[config.mk]
export PLATFORM = sky130hd
export DESIGN_NAME = irq_queue_writer
export DESIGN_NICKNAME = d
export VERILOG_FILES = /design/src/rtl/irq_queue_writer.sv
export SDC_FILE = /design/constraint.sdc
export NUM_CORES = 1
export LEC_CHECK = 0
export ABC_AREA = 1
export BUFFER_PORTS_ARGS = -buffer_cell sky130_fd_sc_hd__buf_4
export CAP_MARGIN = 20
export CORE_UTILIZATION = 57
export CTS_CLUSTER_SIZE = 24
export DETAILED_ROUTE_END_ITERATION = 10
export HOLD_SLACK_MARGIN = 0.02
export PLACE_DENSITY = 0.83
export REMOVE_ABC_BUFFERS = 1
export SLEW_MARGIN = 20
export SYNTH_ARGS = -nofsm -noshare
export SYNTH_HDL_FRONTEND = slang
export SYNTH_SLANG_ARGS = --single-unit
[constraint.sdc]
create_clock -name clk -period 6.4 [get_ports clk]
set_input_delay 0 -clock clk [delete_from_list [all_inputs] [get_ports clk]]
set_output_delay 0 -clock clk [all_outputs]
set_load 0.1 [all_outputs]
[src/rtl/irq_queue_writer.sv]
module irq_queue_writer #(
  parameter int ADDR_W = 32,
  parameter int CHAN_W = 5,
  parameter int BLK_W  = 8
) (
  input  logic              clk,
  input  logic              rst_n,
  input  logic              cfg_load,
  input  logic [ADDR_W-1:0] cfg_base,
  input  logic [BLK_W-1:0]  cfg_blocks,
  input  logic              ack_valid,
  output logic              ack_ready,
  input  logic              fi_valid,
  input  logic [CHAN_W-1:0] fi_chan,
  output logic              fi_ready,
  output logic              mem_we,
  output logic [ADDR_W-1:0] mem_addr,
  output logic [31:0]       mem_wdata,
  input  logic              mem_ack,
  output logic              irq
);

  localparam int SPAN_W = ADDR_W + 1;
  localparam logic [31:0] ACK_WORD = 32'h0000_8000;
  localparam logic [31:0] FI_FLAG  = 32'h0000_1000;
  localparam logic [31:0] INT_FLAG = 32'h8000_0000;

  logic [ADDR_W-1:0] q_base, cur;
  logic [SPAN_W-1:0] q_end, next_addr, blk_bytes;
  logic [31:0]       slot [2];
  logic [31:0]       push_word;
  logic              wp, rp;
  logic [1:0]        cnt;
  logic              irq_q;
  logic              full, empty, on, push, store, done, wrap;

  assign full  = (cnt == 2'd2);
  assign empty = (cnt == 2'd0);
  assign on    = (q_base != '0);

  assign ack_ready = !full;
  assign fi_ready  = !full && !ack_valid;

  assign push  = (ack_valid && ack_ready) || (fi_valid && fi_ready);
  assign store = push && on;
  assign push_word = ack_valid ? ACK_WORD
                               : (FI_FLAG | {{(32-CHAN_W){1'b0}}, fi_chan});

  assign mem_we    = !empty && on;
  assign mem_addr  = cur;
  assign mem_wdata = slot[rp] | INT_FLAG;
  assign done      = mem_we && mem_ack;
  assign irq       = irq_q;

  assign next_addr = {1'b0, cur} + SPAN_W'(4);
  assign wrap      = (next_addr >= q_end);
  assign blk_bytes = (SPAN_W'(cfg_blocks) + SPAN_W'(1)) << 6;

  always_ff @(posedge clk) begin
    if (!rst_n) begin
      q_base <= '0;
      q_end  <= '0;
      cur    <= '0;
    end else if (cfg_load) begin
      q_base <= cfg_base;
      q_end  <= {1'b0, cfg_base} + blk_bytes;
      cur    <= cfg_base;
    end else if (done) begin
      cur <= wrap ? q_base : next_addr[ADDR_W-1:0];
    end
  end

  always_ff @(posedge clk) begin
    if (!rst_n) begin
      wp    <= 1'b0;
      rp    <= 1'b0;
      cnt   <= 2'd0;
      irq_q <= 1'b0;
      slot[0] <= '0;
      slot[1] <= '0;
    end else begin
      irq_q <= done;
      if (store) begin
        slot[wp] <= push_word;
        wp       <= !wp;
      end
      if (done) rp <= !rp;
      case ({store, done})
        2'b10:   cnt <= cnt + 2'd1;
        2'b01:   cnt <= cnt - 2'd1;
        default: cnt <= cnt;
      endcase
    end
  end

  p_int_flag_r1: assert property (@(posedge clk) disable iff (!rst_n)
    mem_we |-> mem_wdata[31]);

  p_no_base_r2: assert property (@(posedge clk) disable iff (!rst_n)
    mem_we |-> (q_base != '0));

  p_in_window_r3: assert property (@(posedge clk) disable iff (!rst_n)
    mem_we |-> (({1'b0, mem_addr} >= {1'b0, q_base}) && ({1'b0, mem_addr} < q_end)));

  p_prio_r6: assert property (@(posedge clk) disable iff (!rst_n)
    ack_valid |-> !fi_ready);

  p_full_stall_r7: assert property (@(posedge clk) disable iff (!rst_n)
    (cnt == 2'd2) |-> (!ack_ready && !fi_ready));

  p_hold_r8: assert property (@(posedge clk) disable iff (!rst_n)
    (mem_we && !mem_ack && !cfg_load) |=>
      (mem_we && $stable(mem_addr) && $stable(mem_wdata)));

  p_irq_pulse_r9: assert property (@(posedge clk) disable iff (!rst_n)
    (mem_we && mem_ack) |=> irq);

  p_irq_cause_r9: assert property (@(posedge clk) disable iff (!rst_n)
    !(mem_we && mem_ack) |=> !irq);

endmodule

==> impl_metrics.toml <==
[outcome]
status = "completed"

[critical_path]
timing.critical_path.arrival_ps = 4320
critical_path.n_buffers_inverters = 2
crit_type = "reg -> reg"
cp_top_family = "simple AND/OR/NAND/NOR gates"
critPathLaunchType = "flop"
timing.critical_path.to_type = "flop"
worstPathCellList = "ha_1, nand3_2, nor2_2, nand3_1, nor2_1, nand3_1, nor3_1, ha_1, nand2_1, inv_1, nand2_1, nand2_1, a21oi_2, nand3_2, nor2_4, buf_4, nand2_2, nand2_1, nand2_2, nand2_1, nand2_1, nor2_1"
path_common_cell = "sky130_fd_sc_hd__nand2_1"
critical-path-max-stage-delay_ps = 490
cp_data_required_time_ps = 6690
critical_path_peak_fanout = 33
crit_slowest_cell = "sky130_fd_sc_hd__nand2_2"

[logic_synthesis]
postSynthAreaPerCell_sq_um = 6.302
yosys_warnings = 0
synth_seq_area_share_pct = 29.08
syn-instance-count = 1289
ys_top_cells_by_area = "sky130_fd_sc_hd__dfxtp_1 (24%), sky130_fd_sc_hd__nand2_1 (15%), sky130_fd_sc_hd__inv_1 (10%)"
synth_top_cell_area_share_pct = 23.91
synth_most_common_cell = "sky130_fd_sc_hd__nand2_1"
synthesis.area_sq_mm = 0.008123
synth_cell_type_count = 41
post_synth_most_frequent_cells = "sky130_fd_sc_hd__nand2_1 (321), sky130_fd_sc_hd__inv_1 (226), sky130_fd_sc_hd__nand3_1 (124)"
netlist.top_cell.by_area = "sky130_fd_sc_hd__dfxtp_1"
synth_flop_cell = "sky130_fd_sc_hd__dfxtp_1"
number_of_synthesized_flops_with_an_enable_pin = 14
synth-async-reset-ratio_pct = 0
ys_ff_latch = 111

[cts]
tritoncts = "yes"
cts_hold_fix_bufs = 31
root_buffer = "sky130_fd_sc_hd__clkbuf_16"
clock_insertion_delay_worst_skew_ps = 360
cts_setup_buffers = 0
clock_slew_seen_by_the_registers_of_the_worst_setup_and_hold_paths_ps = 70
clk_path_buf_depth = 2
cts.sink_count = 111
cts_resized = 0
clock_buffers_created_by_tritoncts = 9
cts.htree.levels = 3

[timing]
timing_limited_maximum_frequency_mhz = 248.3
grt_setup_unrepaired = "false"
slew-limit-headroom_pct = 38.11
fin_crit_sh_pct = 62.93
tns_ps = 0
timing.final.crit_period_ps = 4027
finalSetupViolCount = 0
worst_slew_pin_tran_ps = 928.4
worst_clock_skew_ps = 11.30
report.final.hold_viol_count = 0
slew_violations = 0

[grt]
pin_count_of_the_biggest_net_entering_global_routing = 91
overall_global_routing_usage_pct = 32.00
globalRoute.totalOverflow = 0
antenna_found_initial = 0
grt_pass1_vias = 7660
wire_length_of_the_first_global_routing_pass_mm = 36.85

[placement]
finalWeightedCongestion = 1.000
dpl_cell_area_sq_mm = 0.008796
dp_hpwl_mm = 16.84
numPortBuffers = 93
placed_cells = 1523

[die]
initial_cell_density_of_the_core_pct = 58.52
die_width_um = 121.4
die_y_um = 121.4
design.core.area_sq_mm = 0.01388
floorplan.rows = 43
pin_count = 119
dieArea_sq_mm = 0.01473

[power_and_ir_drop]
p_leak_nw = 4.822
power_mw = 2.665
irDropWorstVdd_v = 0.0001713
power-per-cell-area_mw_per_mm2 = 283.1

[routing]
post_drt_via_cell_ratio = 5.298
firstDrtPassIters = 6
route.vias.total = 8318
route.antenna.remaining_nets = 0
count_of_routing_violations_after_the_opening_detailed_route_iteration = 647
routedWlPerCell_um = 14.34
route.detailed.drc = 0
drt-total-wl_mm = 22.52

[final_layout]
diodes = 0
drive_above_1_share_pct = 11.15
finalCoreUtilization_pct = 67.81
n_fill_cell = 1285
post_layout_nonfiller_instances = 1570
finish.net_count = 1482
area_growth_syn_to_layout_pct = 15.88
fin_area_sq_mm = 0.009413

[job]
total_of_max_cap_violations = 0

[min_path]
hold_path_class = "in -> reg"
## path summary, 6_finish.rpt
check | startpoint | slack [ps] | cells after the start | endpoint
max reg2reg | mem_addr[2] | 2370 | 22 | mem_addr[0]
min reg2reg | q_base[9] | 460 | 2 | q_base[9]
max | mem_addr[2] | 2370 | 22 | mem_addr[0]
min | cfg_base[23] | 20 | 3 | q_base[23]
## state kept, by name, summed over array words and instances (netlist names), named ones only
signal,flops
cnt,2
irq,1
mem_addr,32
q_base,32
q_end,27
rp,1
slot,14
wp,1
## kinds of logic after synthesis
logic type | after synthesis | share of synthesized area, %
AOI/OAI and AO/OA | 161 | 10.41
and+or+nand+nor | 630 | 33.58
other | 2 | 0.09246
DFF | 111 | 29.08
xor gates and xnor gates | 29 | 3.219
muxes | 7 | 0.9705
adders and majority gates | 46 | 7.178
buffers and inverters | 303 | 15.47
## final cells by class
type	count	area [sq um]	share of cell area (%)
Clock buffer	11	242.7	2.579
Sequential cell	111	2362	25.10
Tap cell	180	225.2	2.393
Inverter	237	889.6	9.451
Multi-Input combinational cell	898	4591	48.77
Clock inverter	5	63.81	0.6779
Timing Repair Buffer	128	1039	11.03
## layer usage
| layer | routed length, um | vias to the layer above | GRT usage [%] |
|---|---|---|---|
| li1 | - | 4208 | - |
| met1 | 9785 | 3696 | 42.09 |
| met2 | 10270 | 360 | 52.63 |
| met3 | 1750 | 54 | 4.370 |
| met4 | 711 | 0 | 12.81 |
| met5 | 0 | - | 0 |
## power by group
| group | internal [mW] | switching [mW] | leakage [nW] |
|---|---|---|---|
| clock | 0.318 | 0.266 | 0.148 |
| sequential | 0.787 | 0.0742 | 0.950 |
| combinational | 0.314 | 0.904 | 3.72 |
| total | 1.42 | 1.24 | 4.82 |
## stage by stage
| step | hold WS [ps] | worst slack [ps] |
|---|---|---|
| floorplan | 93.46 | 2047 |
| global placement | 293.3 | 2629 |
| detailed placement | 302.8 | 2449 |
| CTS | 20.24 | 2440 |
| global route | 32.84 | 2065 |
| finish | 22.62 | 2373 |
## worst min-delay path: cells and delay by family
kind / cells / cell delay [ps]
AO/OA/AOI/OAI: 1 / 80
buffers and inverters: 1 / 130
AND/OR/NAND/NOR: 1 / 120
## layout by cell type, fill, tap and decap left out, types with 2 or more instances in the layout
cell                            instances
sky130_fd_sc_hd__o211ai_1               8
sky130_fd_sc_hd__dfxtp_1               97
sky130_fd_sc_hd__nand2_1              321
sky130_fd_sc_hd__nor2_1               115
sky130_fd_sc_hd__nor2_2                 6
sky130_fd_sc_hd__conb_1                25
sky130_fd_sc_hd__clkbuf_16              9
sky130_fd_sc_hd__o21ai_0               40
sky130_fd_sc_hd__a21o_1                 2
sky130_fd_sc_hd__nand4_1               20
sky130_fd_sc_hd__dlygate4sd3_1         31
sky130_fd_sc_hd__a21oi_1              104
sky130_fd_sc_hd__edfxtp_1              14
sky130_fd_sc_hd__nand3b_1               6
sky130_fd_sc_hd__inv_1                226
sky130_fd_sc_hd__nand3_2                3
sky130_fd_sc_hd__a21oi_2                2
sky130_fd_sc_hd__nor2_4                 2
sky130_fd_sc_hd__ha_1                  45
sky130_fd_sc_hd__nand3_1              124
sky130_fd_sc_hd__nand2_2                5
sky130_fd_sc_hd__nor3_2                 3
sky130_fd_sc_hd__xor2_1                23
sky130_fd_sc_hd__inv_2                 11
sky130_fd_sc_hd__o21ai_1                2
sky130_fd_sc_hd__xnor2_1                5
sky130_fd_sc_hd__o21bai_1               2
sky130_fd_sc_hd__mux2_2                 7
sky130_fd_sc_hd__nor3_1                19
sky130_fd_sc_hd__buf_4                 97
Note: power is estimated with default switching activity, not from simulation.
